===== src/rtl/sw_pkg.sv =====
package sw_pkg;
   localparam int SEG_W  = 7;
   localparam int DIG_W  = 4;
   localparam int MODE_W = 3;

   localparam logic [MODE_W-1:0] MODE_CLR  = 3'b001;
   localparam logic [MODE_W-1:0] MODE_RUN  = 3'b010;
   localparam logic [MODE_W-1:0] MODE_STOP = 3'b100;

   // Active-low pattern, bit 6 = g ... bit 0 = a; non-decimal codes blank.
   function automatic logic [SEG_W-1:0] seg_encode(input logic [DIG_W-1:0] d);
      logic [SEG_W-1:0] s;
      case (d)
         4'd0:    s = 7'b1000000;
         4'd1:    s = 7'b1111001;
         4'd2:    s = 7'b0100100;
         4'd3:    s = 7'b0110000;
         4'd4:    s = 7'b0011001;
         4'd5:    s = 7'b0010010;
         4'd6:    s = 7'b0000010;
         4'd7:    s = 7'b1111000;
         4'd8:    s = 7'b0000000;
         4'd9:    s = 7'b0010000;
         default: s = 7'b1111111;
      endcase
      return s;
   endfunction
endpackage


===== src/rtl/sw_press_detect.sv =====
module sw_press_detect #(
   parameter int N = 2
) (
   input  logic         clk,
   input  logic         rst_n,
   input  logic [N-1:0] btn_n,
   output logic [N-1:0] press
);
   logic [N-1:0] prev_q;

   always_ff @(posedge clk) begin
      if (!rst_n) prev_q <= '1;
      else        prev_q <= btn_n;
   end

   for (genvar i = 0; i < N; i++) begin : g_btn
      assign press[i] = prev_q[i] & ~btn_n[i];
   end
endmodule


===== src/rtl/sw_prescaler.sv =====
module sw_prescaler #(
   parameter int DIV = 500000
) (
   input  logic clk,
   input  logic rst_n,
   input  logic run,
   input  logic clr,
   output logic tick
);
   if (DIV == 1) begin : g_direct
      assign tick = run;
   end else begin : g_count
      localparam int CW = $clog2(DIV);
      localparam logic [CW-1:0] LAST = CW'(DIV - 1);
      logic [CW-1:0] cnt_q;

      always_ff @(posedge clk) begin
         if (!rst_n || clr)  cnt_q <= '0;
         else if (run)       cnt_q <= (cnt_q == LAST) ? '0 : cnt_q + 1'b1;
      end

      assign tick = run && (cnt_q == LAST);
   end
endmodule


===== src/rtl/sw_bcd_chain.sv =====
module sw_bcd_chain
   import sw_pkg::*;
#(
   parameter int DIGITS = 4
) (
   input  logic                    clk,
   input  logic                    rst_n,
   input  logic                    clr,
   input  logic                    step,
   output logic [DIGITS*DIG_W-1:0] value
);
   logic [DIGITS:0] carry;
   assign carry[0] = step;

   for (genvar i = 0; i < DIGITS; i++) begin : g_dig
      logic [DIG_W-1:0] d_q;
      logic             at_nine;
      assign at_nine      = (d_q == DIG_W'(9));
      assign carry[i+1]   = carry[i] & at_nine;
      assign value[i*DIG_W +: DIG_W] = d_q;

      always_ff @(posedge clk) begin
         if (!rst_n || clr) d_q <= '0;
         else if (carry[i]) d_q <= at_nine ? '0 : d_q + 1'b1;
      end
   end
endmodule


===== src/rtl/sw_seg_decode.sv =====
module sw_seg_decode
   import sw_pkg::*;
#(
   parameter int DIGITS = 4
) (
   input  logic [DIGITS*DIG_W-1:0] bcd,
   output logic [DIGITS*SEG_W-1:0] seg_n
);
   for (genvar i = 0; i < DIGITS; i++) begin : g_seg
      assign seg_n[i*SEG_W +: SEG_W] = seg_encode(bcd[i*DIG_W +: DIG_W]);
   end
endmodule


===== src/rtl/lap_stopwatch.sv =====
module lap_stopwatch
   import sw_pkg::*;
#(
   parameter int DIGITS   = 4,
   parameter int TICK_DIV = 500000
) (
   input  logic                    clk,
   input  logic                    rst_n,
   input  logic                    mode_btn_n,
   input  logic                    lap_btn_n,
   output logic [2:0]              mode_oh,
   output logic                    lap_view,
   output logic [DIGITS*7-1:0]     seg_n
);
   localparam int TW = DIGITS * DIG_W;

   initial begin
      assert (DIGITS >= 1) else $error("DIGITS must be at least 1");
      assert (TICK_DIV >= 1) else $error("TICK_DIV must be at least 1");
   end

   logic [1:0]    press;
   logic          mode_press, lap_press, tick;
   logic [2:0]    mode_q;
   logic [TW-1:0] live_bcd, lap_bcd, shown_bcd;
   logic          view_q, in_clr;

   sw_press_detect #(.N(2)) u_press (
      .clk(clk), .rst_n(rst_n),
      .btn_n({lap_btn_n, mode_btn_n}),
      .press(press)
   );
   assign mode_press = press[0];
   assign lap_press  = press[1];

   always_ff @(posedge clk) begin
      if (!rst_n)          mode_q <= MODE_CLR;
      else if (mode_press) mode_q <= {mode_q[1:0], mode_q[2]};
   end
   assign in_clr = mode_q[0];

   sw_prescaler #(.DIV(TICK_DIV)) u_pre (
      .clk(clk), .rst_n(rst_n),
      .run(mode_q[1]), .clr(in_clr),
      .tick(tick)
   );

   sw_bcd_chain #(.DIGITS(DIGITS)) u_time (
      .clk(clk), .rst_n(rst_n),
      .clr(in_clr), .step(tick),
      .value(live_bcd)
   );

   always_ff @(posedge clk) begin
      if (!rst_n || in_clr) begin
         lap_bcd <= '0;
         view_q  <= 1'b0;
      end else if (lap_press) begin
         lap_bcd <= live_bcd;
         view_q  <= ~view_q;
      end
   end

   assign shown_bcd = view_q ? lap_bcd : live_bcd;

   sw_seg_decode #(.DIGITS(DIGITS)) u_seg (
      .bcd(shown_bcd),
      .seg_n(seg_n)
   );

   assign mode_oh  = mode_q;
   assign lap_view = view_q;
endmodule


===== config.mk =====
export PLATFORM = sky130hd
export DESIGN_NAME = lap_stopwatch
export DESIGN_NICKNAME = d
export VERILOG_FILES = /design/src/rtl/sw_pkg.sv /design/src/rtl/sw_press_detect.sv /design/src/rtl/sw_prescaler.sv /design/src/rtl/sw_bcd_chain.sv /design/src/rtl/sw_seg_decode.sv /design/src/rtl/lap_stopwatch.sv
export SDC_FILE = /design/constraint.sdc
export NUM_CORES = 1
export LEC_CHECK = 0
export BUFFER_PORTS_ARGS = -buffer_cell sky130_fd_sc_hd__buf_4
export CORE_ASPECT_RATIO = 0.8
export CORE_MARGIN = 2
export CORE_UTILIZATION = 53
export DETAILED_ROUTE_END_ITERATION = 6
export PLACE_DENSITY = 0.85
export SYNTH_ARGS = -nofsm -noshare
export SYNTH_HDL_FRONTEND = slang
export SYNTH_SLANG_ARGS = --single-unit

===== constraint.sdc =====
create_clock -name clk -period 2.1 [get_ports clk]
set_input_delay 0.42 -clock clk [delete_from_list [all_inputs] [get_ports clk]]
set_output_delay 0.42 -clock clk [all_outputs]
set_load 0.05 [all_outputs]

# Yosys cells after proc, flatten, opt, wreduce, memory -nomap -nowiden
# Memory sizes are Yosys's and may differ from the RTL's.
# Index checks and enable logic that the tools add are counted.
# word_totals
register_bits	57
romBits	448
elab_cells	40
mem_count	4
# memory_table
name	depth	word_bits	read_ports	rd_ports_with_merged_regs	write_ports	line	source
(name not given)	16	7	1	0	0	sw_pkg.sv:13	case (d)
(name not given)	16	7	1	0	0	sw_pkg.sv:13	
(name not given)	16	7	1	0	0	sw_pkg.sv:13	
(name not given)	16	7	1	0	0	sw_pkg.sv:13	
# op_classes
add_sub_neg	5
n_eq_ne	5
muxes	6
n_bitwise	8
n_reduce_logical	3
# ops
cell	n
adder 19 x 1 -> 19 bit, second input constant	1
== test 19 bit, second input constant	1
two-way mux 19 bit	1
adder 4 x 1 -> 4 bit, second input constant	4
== test 4 bit, second input constant	4
two-way mux 16 bit	1
two-way mux 4 bit	4
bitwise AND 1 bit	5
inverter 1 bit	3
logical AND 1 bit	1
zero test 1 bit	1
logical OR 1 bit	1

# Longest topological paths before layout
# Gate-level depths: netlist of the first run.
# logic_depth
ltp_word	5
mapped_depth	9
mapped_depth_nobuf	7

# By module
# A second synthesis of the first run with hierarchy kept.
# unflattened
cells_unflattened	408
area_unflattened_um2	3569.7
# by_module_without_submodules
module	instances	cells_each	area_per_inst_um2	seq_area_each_um2
lap_stopwatch	1	83	973.4	400.4
sw_prescaler	1	102	938.4	380.4
sw_seg_decode	1	126	800.8	0.0
sw_bcd_chain	1	91	792.0	320.3
sw_press_detect	1	6	65.1	40.0

# Least setup slack after synthesis of the first run
# No wires, ideal clock.
# synth_path
path_kind	register -> output
from	register view_q (netlist: lap_view)
to	output seg_n[24]
arrival_ns	2.942
slack_ns	-1.262
path_stages_with_launch	9
n_path_buf	2
path_cell_list	dfxtp_1 -> clkbuf_1 -> clkbuf_1 -> mux2_2 -> inv_1 -> ha_1 -> nor2_1 -> o21a_1 -> a21oi_1
# synth_between
elab_chain_cells	2
# synth_rtl
element	line	source
start, declared	lap_stopwatch.sv:26	logic view_q, in_clr;
start signal, assigned	lap_stopwatch.sv:60	view_q <= ~view_q;
two-way mux 16 bit	lap_stopwatch.sv:64	assign shown_bcd = view_q ? lap_bcd : live_bcd;
memory read (16 x 7 bit)	-	
end, declared	lap_stopwatch.sv:13	output logic [DIGITS*7-1:0] seg_n
# Every way passes these cells.

# Worst setup path after layout of the first run
# layout_path
from	register view_q (netlist: lap_view)
to	output seg_n[4]
# Same word-level chain as after synthesis.

==> results of run 1 <==
-- registers in the layout, summed over array words and instances (netlist names) --
signal / cells
lap_bcd: 16
u_press.prev_q: 2
u_time.g_dig.d_q: 16
mode_oh: 3
lap_view: 1
u_pre.g_count.cnt_q: 19
-- cells by family (layout without fill, tap and decap cells) --
kind of cell / count (synthesis) / in the layout / synth area share [%]
AOI/OAI and AO/OA: 81 / 81 / 13.3
xor gates and xnor gates: 24 / 24 / 6.10
adders and majority gates: 21 / 21 / 7.63
buffers and inverters: 40 / 153 / 5.16
DFF: 57 / 57 / 33.1
muxes: 28 / 28 / 8.35
and+or+nand+nor: 178 / 178 / 26.3
-- metal layers --
metal	share of wire [%]	vias to the layer above	GRT usage, %
met5	0	-	0
met4	8.7	0	23.6
met3	12	167	11.0
met2	45	436	61.9
met1	35	1974	41.2
li1	-	1681	-
-- cell usage in the layout, fill, tap and decap left out, types with 5 or more instances in the layout --
cell type	count
a21o_1	5
a21oi_1	27
a21oi_2	7
a21oi_4	13
buf_12	6
buf_4	67
buf_6	41
clkbuf_8	11
dfxtp_1	49
dfxtp_2	7
ha_4	14
inv_1	12
mux2i_1	10
mux2i_4	10
nand2_1	52
nand2b_1	6
nand3_1	6
nand4_1	6
nor2_1	36
nor2_2	13
nor2_4	13
nor2b_1	9
o21ai_0	5
xnor2_1	13
xor2_1	10
-- worst register-to-register path, stage by stage (launching register included) --
cell and delay [ns]:
dfxtp_1 0.43, nor4b_1 0.47, nand2_1 0.35, buf_4 0.32
nor4_2 0.32, o21ai_1 0.17, a21oi_1 0.27
-- layout make-up --
cell class,count,area (um^2)
clock inverter,4,27.5
fill,212,691
timing repair buffer,118,1150
inverter,19,78.8
sequential,57,1150
tap,84,105
clock buffer,12,155
multi-input combinational,332,2990
-- power by group --
group	internal (mW)	switching, mW
clock network	0.491	0.506
logic	0.0549	0.0924
registers	1.09	0.0104
-- stage by stage --
step           hold slack [ns]  TNS (ns)
2_1_floorplan            0.436     -4.21
3_3_place_gp             0.442         0
3_5_place_dp             0.449         0
4_1_cts                  0.258     -5.61
5_1_grt                  0.292    -12.80
6_report                 0.301    -11.04
-- what timing repair did --
action	in CTS	in global routing
pin swaps	31	15
setup endpoints to repair	29	47
setup buffers	30	13
cloned	1	0
gates resized for setup	108	46
-- worst max path at each step --
stage | from | end | slack, ns | depth (start not counted)
CTS | lap_view | seg_n[10] | -0.27 | 9
global placement | lap_view | seg_n[3] | 0.06 | 8
detailed placement | u_pre.g_count.cnt_q[0] | u_time.g_dig[2].d_q[2] | 0.001 | 6
global route | lap_view | seg_n[5] | -0.43 | 8
finish | lap_view | seg_n[4] | -0.41 | 9
floorplan | lap_view | seg_n[22] | -0.23 | 7
==> impl_metrics.toml, run 1 <==
[timing]
fin_ws_ns = -0.412
fin_crit_sh_pct = 120
period_minus_slack_ns = 2.51
fmax_mhz = 398
final_max_slew_viol_count = 0
setup_viol = 59
rsz0062_at_grt = "yes"
skew_ns = 0.00895
hold_viol_final = 0
worstMarginPinSlew_ns = 0.880
slew_headroom_pct = 41.3

[clocking]
cts_root_buf = "clkbuf_8"
clk_path_buf_depth = 2
clk_pin_slew_ns = 0.07
cts_tree = "done"
clock_latency_ns = 0.36
cts_buffers = 9
cts_sinks = 57
cts_hold_buf = 0
htree_levels = 3

[setup_path]
required_ns = 1.68
crit_path_cell_trace = "buf_6 > buf_16 > o21ai_4 > inv_4 > ha_4 > nand2_1 > o21ai_2 > a22oi_2 > buf_6"
reg2reg_depth = 6
critPathBufInv = 4
r2r_setup_slack_ns = -0.32
path_class = "reg2out"
crit_path_end_kind = "primary output"
cp_data_arrival_time_ns = 2.09
slowest_delay_ns = 0.37
cpMaxStageDelayCell = "dfxtp_4"
cp_max_fo = 6
critPathLaunchType = "flop"
r2r_end = "u_time.g_dig[0].d_q[3]"
crit_family = "buffers and inverters"
worst_path_most_repeated_cell = "buf_6"
r2r-start = "u_pre.g_count.cnt_q[13]"

[logic_synthesis]
synth.net_count = 454
synth_area_leader_cell = "dfxtp_1"
synth_cell_types = 42
synth_area_leaders = "dfxtp_1 (33%), ha_1 (7.6%), a21oi_1 (6.8%), nor2_1 (6.8%), mux2i_1 (6.4%)"
yosysMostFrequentCell = "nor2_1"
synth.top_cell.area_share_pct = 33.1
synthFlopType = "dfxtp_1"
yosysSeqAreaShare_pct = 33.1
synthArstFlopShare_pct = 0
synth_area_mm2 = 0.00345
synth_seq_cells = 57
synth_common_cells = "nor2_1 (62), dfxtp_1 (57), nand2_1 (56), a21oi_1 (47), mux2i_1 (22)"
avgSynthCellArea_um2 = 8.03
synth_edf_count = 0
ys.warnings.count = 0
netlist_instances = 429

[die]
io_pins = 36
die_area_mm2 = 0.00717
initial_utilization_pct = 54.3
die_x_um = 94.2
coreArea_mm2 = 0.00634
rows = 26
chipHeight_um = 76.1

[detailed_routing]
wl_per_cell_um = 25.9
drtPass1Iterations = 7
vias = 4258
drcViolationCount = 0
viasPerCell = 6.80
ant_nets = 0
drt-total-wl_um = 16200
drt_iter0_markers = 562

[status]
failed_checks = "setup timing"
status = "complete, but fails checks"

[finish]
num_antenna_cells = 0
fin_nets = 562
final_cell_count_no_fill = 626
fin_area_mm2 = 0.00565
finish.utilization_pct = 89.1
layout-drive-gt1-share_pct = 50.4
area_growth_pct = 64.1

[min_path]
worstHoldEndpoint = "u_press.prev_q[1]"
hold_depth = 2
worstHoldStart = "lap_btn_n"
hold_path.class = "in2reg"

[global_routing]
antenna_found_initial = 0
grt_pass1_wl_um = 20700
grt_overflow_total = 0
grt_pass1_vias = 3946
grt.total_usage_pct = 37.3
grt_start_max_net_pins = 33

[placed_design]
dpl.cell_count = 566
port_buffers = 35
pre_cts_ws_ns = 0.00138
dpl-instance-area_mm2 = 0.00445
place_congestion = 0.842
hpwl_um = 5760

[flow_run]
maxCapViolCount = 0

[power_and_ir_drop]
leakage_nw = 2.06
finalPower_mw = 2.24
p_per_area_mw_per_mm2 = 396
max-vdd-ir-drop_uv = 616
Power figures use the tool's default switching activity.
==> run 2: changes to the inputs <==
- CORE_UTILIZATION: 53 -> 45
- PLACE_DENSITY: 0.85 -> 0.73
- clock period: 2.1 -> 2.5 ns (I/O delays scaled with it)
==> run 2 against run 1 <==
  * Flip-flop and latch count stayed put
  * Critical path type unchanged
  * Final area is 10% lower
  * First-iteration DRC count is 77% lower
  * Worst hold slack better by 0.048 ns
  * Routed wire length is 44% lower
  * The run still ends with setup timing left
  * Non-clock buffer count is 35 lower
  * Die area is 17% higher
  * Utilization is 21 points lower
  * Sequential share of layout area is 2.2 points higher
  * Clock skew is 0.00059 ns lower
  * Global-route usage is 18 points lower
==> impl_metrics.toml, run 2 (synthesis gave the netlist of run 1 again) <==
[status]
status = "complete, but fails checks"
failed_checks = "setup timing"

[clocking]
cts_root_buf = "clkbuf_8"
clk_path_buf_depth = 2
clock_latency_ns = 0.35
clk_pin_slew_ns = 0.07
cts_hold_buf = 0
cts_tree = "done"
cts_buffers = 9
htree_levels = 3
cts_sinks = 57

[min_path]
hold_path.class = "in2reg"
worstHoldStart = "mode_btn_n"
worstHoldEndpoint = "u_press.prev_q[0]"
hold_depth = 2

[die]
initial_utilization_pct = 46.4
coreArea_mm2 = 0.00743
rows = 28
io_pins = 36
die_area_mm2 = 0.00838
chipHeight_um = 82.3
die_x_um = 102

[timing]
final_max_slew_viol_count = 0
fin_setup_tns_ns = -0.0317
skew_ns = 0.00836
fin_ws_ns = -0.0205
rsz0062_at_grt = "yes"
setup_viol = 3
fin_crit_sh_pct = 101
period_minus_slack_ns = 2.52
hold_viol_final = 0
whs_ns = 0.349
worstMarginPinSlew_ns = 0.741
fmax_mhz = 397
slew_headroom_pct = 50.6

[setup_path]
cp_data_arrival_time_ns = 2.02
r2r-start = "u_pre.g_count.cnt_q[0]"
crit_path_end_kind = "primary output"
cp_max_fo = 7
path_class = "reg2out"
r2r_setup_slack_ns = 0.17
reg2reg_depth = 7
required_ns = 2.00
r2r_end = "u_time.g_dig[2].d_q[0]"
critPathLaunchType = "flop"

[flow_run]
maxCapViolCount = 0

[finish]
area_growth_pct = 47.0
fin_nets = 527
regMostFlops = "u_pre.g_count.cnt_q"
reg.largest.list = "u_pre.g_count.cnt_q: 19 flops, lap_bcd: 16 flops, u_time.g_dig.d_q: 16 flops"
layout-drive-gt1-share_pct = 38.9
fillers = 573
largest_register_ffs = 19
regArea_mm2 = 0.00114
multiInputGateArea_mm2 = 0.00274
most-common-layout-cells = "nand2_1 (56), dfxtp_1 (56), buf_4 (48), nor2_1 (39), a21oi_1 (30)"
num_antenna_cells = 0

[detailed_routing]
drt-total-wl_um = 9160
wl_per_cell_um = 15.0
drt_iter0_markers = 128
drtPass1Iterations = 4
ant_nets = 0
viasPerCell = 5.30
vias = 3246
drcViolationCount = 0

[power_and_ir_drop]
max-vdd-ir-drop_uv = 244
leakage_nw = 1.77
p_per_area_mw_per_mm2 = 355

[global_routing]
grt_start_max_net_pins = 33
grt_pass1_wl_um = 13100
grt.total_usage_pct = 19.7
grt_overflow_total = 0
grt_pass1_vias = 2920
antenna_found_initial = 0

[placed_design]
hpwl_um = 5330
port_buffers = 35
place_congestion = 0.862
## run 2: layout make-up
| type | instances | area share [%] |
|---|---|---|
| Tap cell | 105 | 2.59 |
| Inverter | 19 | 1.61 |
| Timing Repair Buffer | 83 | 15.6 |
| Clock buffer | 13 | 3.14 |
| Multi-Input combinational cell | 332 | 54.1 |
| Sequential cell | 57 | 22.6 |
| Clock inverter | 3 | 0.296 |
## run 2: timing repair
item                                    CTS  global route
buffers inserted                          6            21
pin swaps                                 1            15
cloned                                    0             0
endpoints found under the setup margin   28            27
gates resized for setup                  33            94
## run 2: report_power, final
group,internal (mW),switching [mW]
Combinational,0.0375,0.0636
Sequential,0.914,0.00788
Clock,0.409,0.368
## run 2: how the worst max path moves through the flow
stage	start	to	slack, ns
2_1_floorplan	lap_view	seg_n[25]	0.0002
3_3_place_gp	lap_view	seg_n[0]	0.18
3_5_place_dp	lap_view	seg_n[8]	0.14
4_1_cts	lap_view	seg_n[8]	-0.05
5_1_grt	lap_view	seg_n[16]	-0.1
6_report	lap_view	seg_n[16]	-0.02
## run 2: routing by layer
| metal | part of all wire, % | wire length [um] | vias up | global-route usage, % |
|---|---|---|---|---|
| met5 | 0 | 0 | - | 0 |
| met4 | 2.3 | 210 | 0 | 6.40 |
| met3 | 3.7 | 337 | 24 | 5.64 |
| li1 | - | - | 1607 | - |
| met2 | 48 | 4440 | 80 | 32.8 |
| met1 | 46 | 4170 | 1535 | 24.9 |
## run 2: critical path, cell delays in order, from the launching register on
cell     delay [ns]
dfxtp_4        0.48
buf_12         0.18
mux2i_4        0.27
buf_4          0.16
ha_4           0.13
a21oi_1        0.09
a21oi_2        0.18
buf_6          0.18
## run 2: stage by stage
step                      total power [mW]  setup slack (ns)  cell area [um^2]  std cells  util (%)
after floorplan                       1.01          0.000244              3690        429         -
after global placement                1.03             0.184              4110        569      55.4
after detailed placement              1.03             0.140              4110        569      55.4
after CTS                             1.80           -0.0529              4500        591      60.5
after global routing                  1.87           -0.0999              5070        612      68.2
final                                 1.80           -0.0205              5070        612      68.2
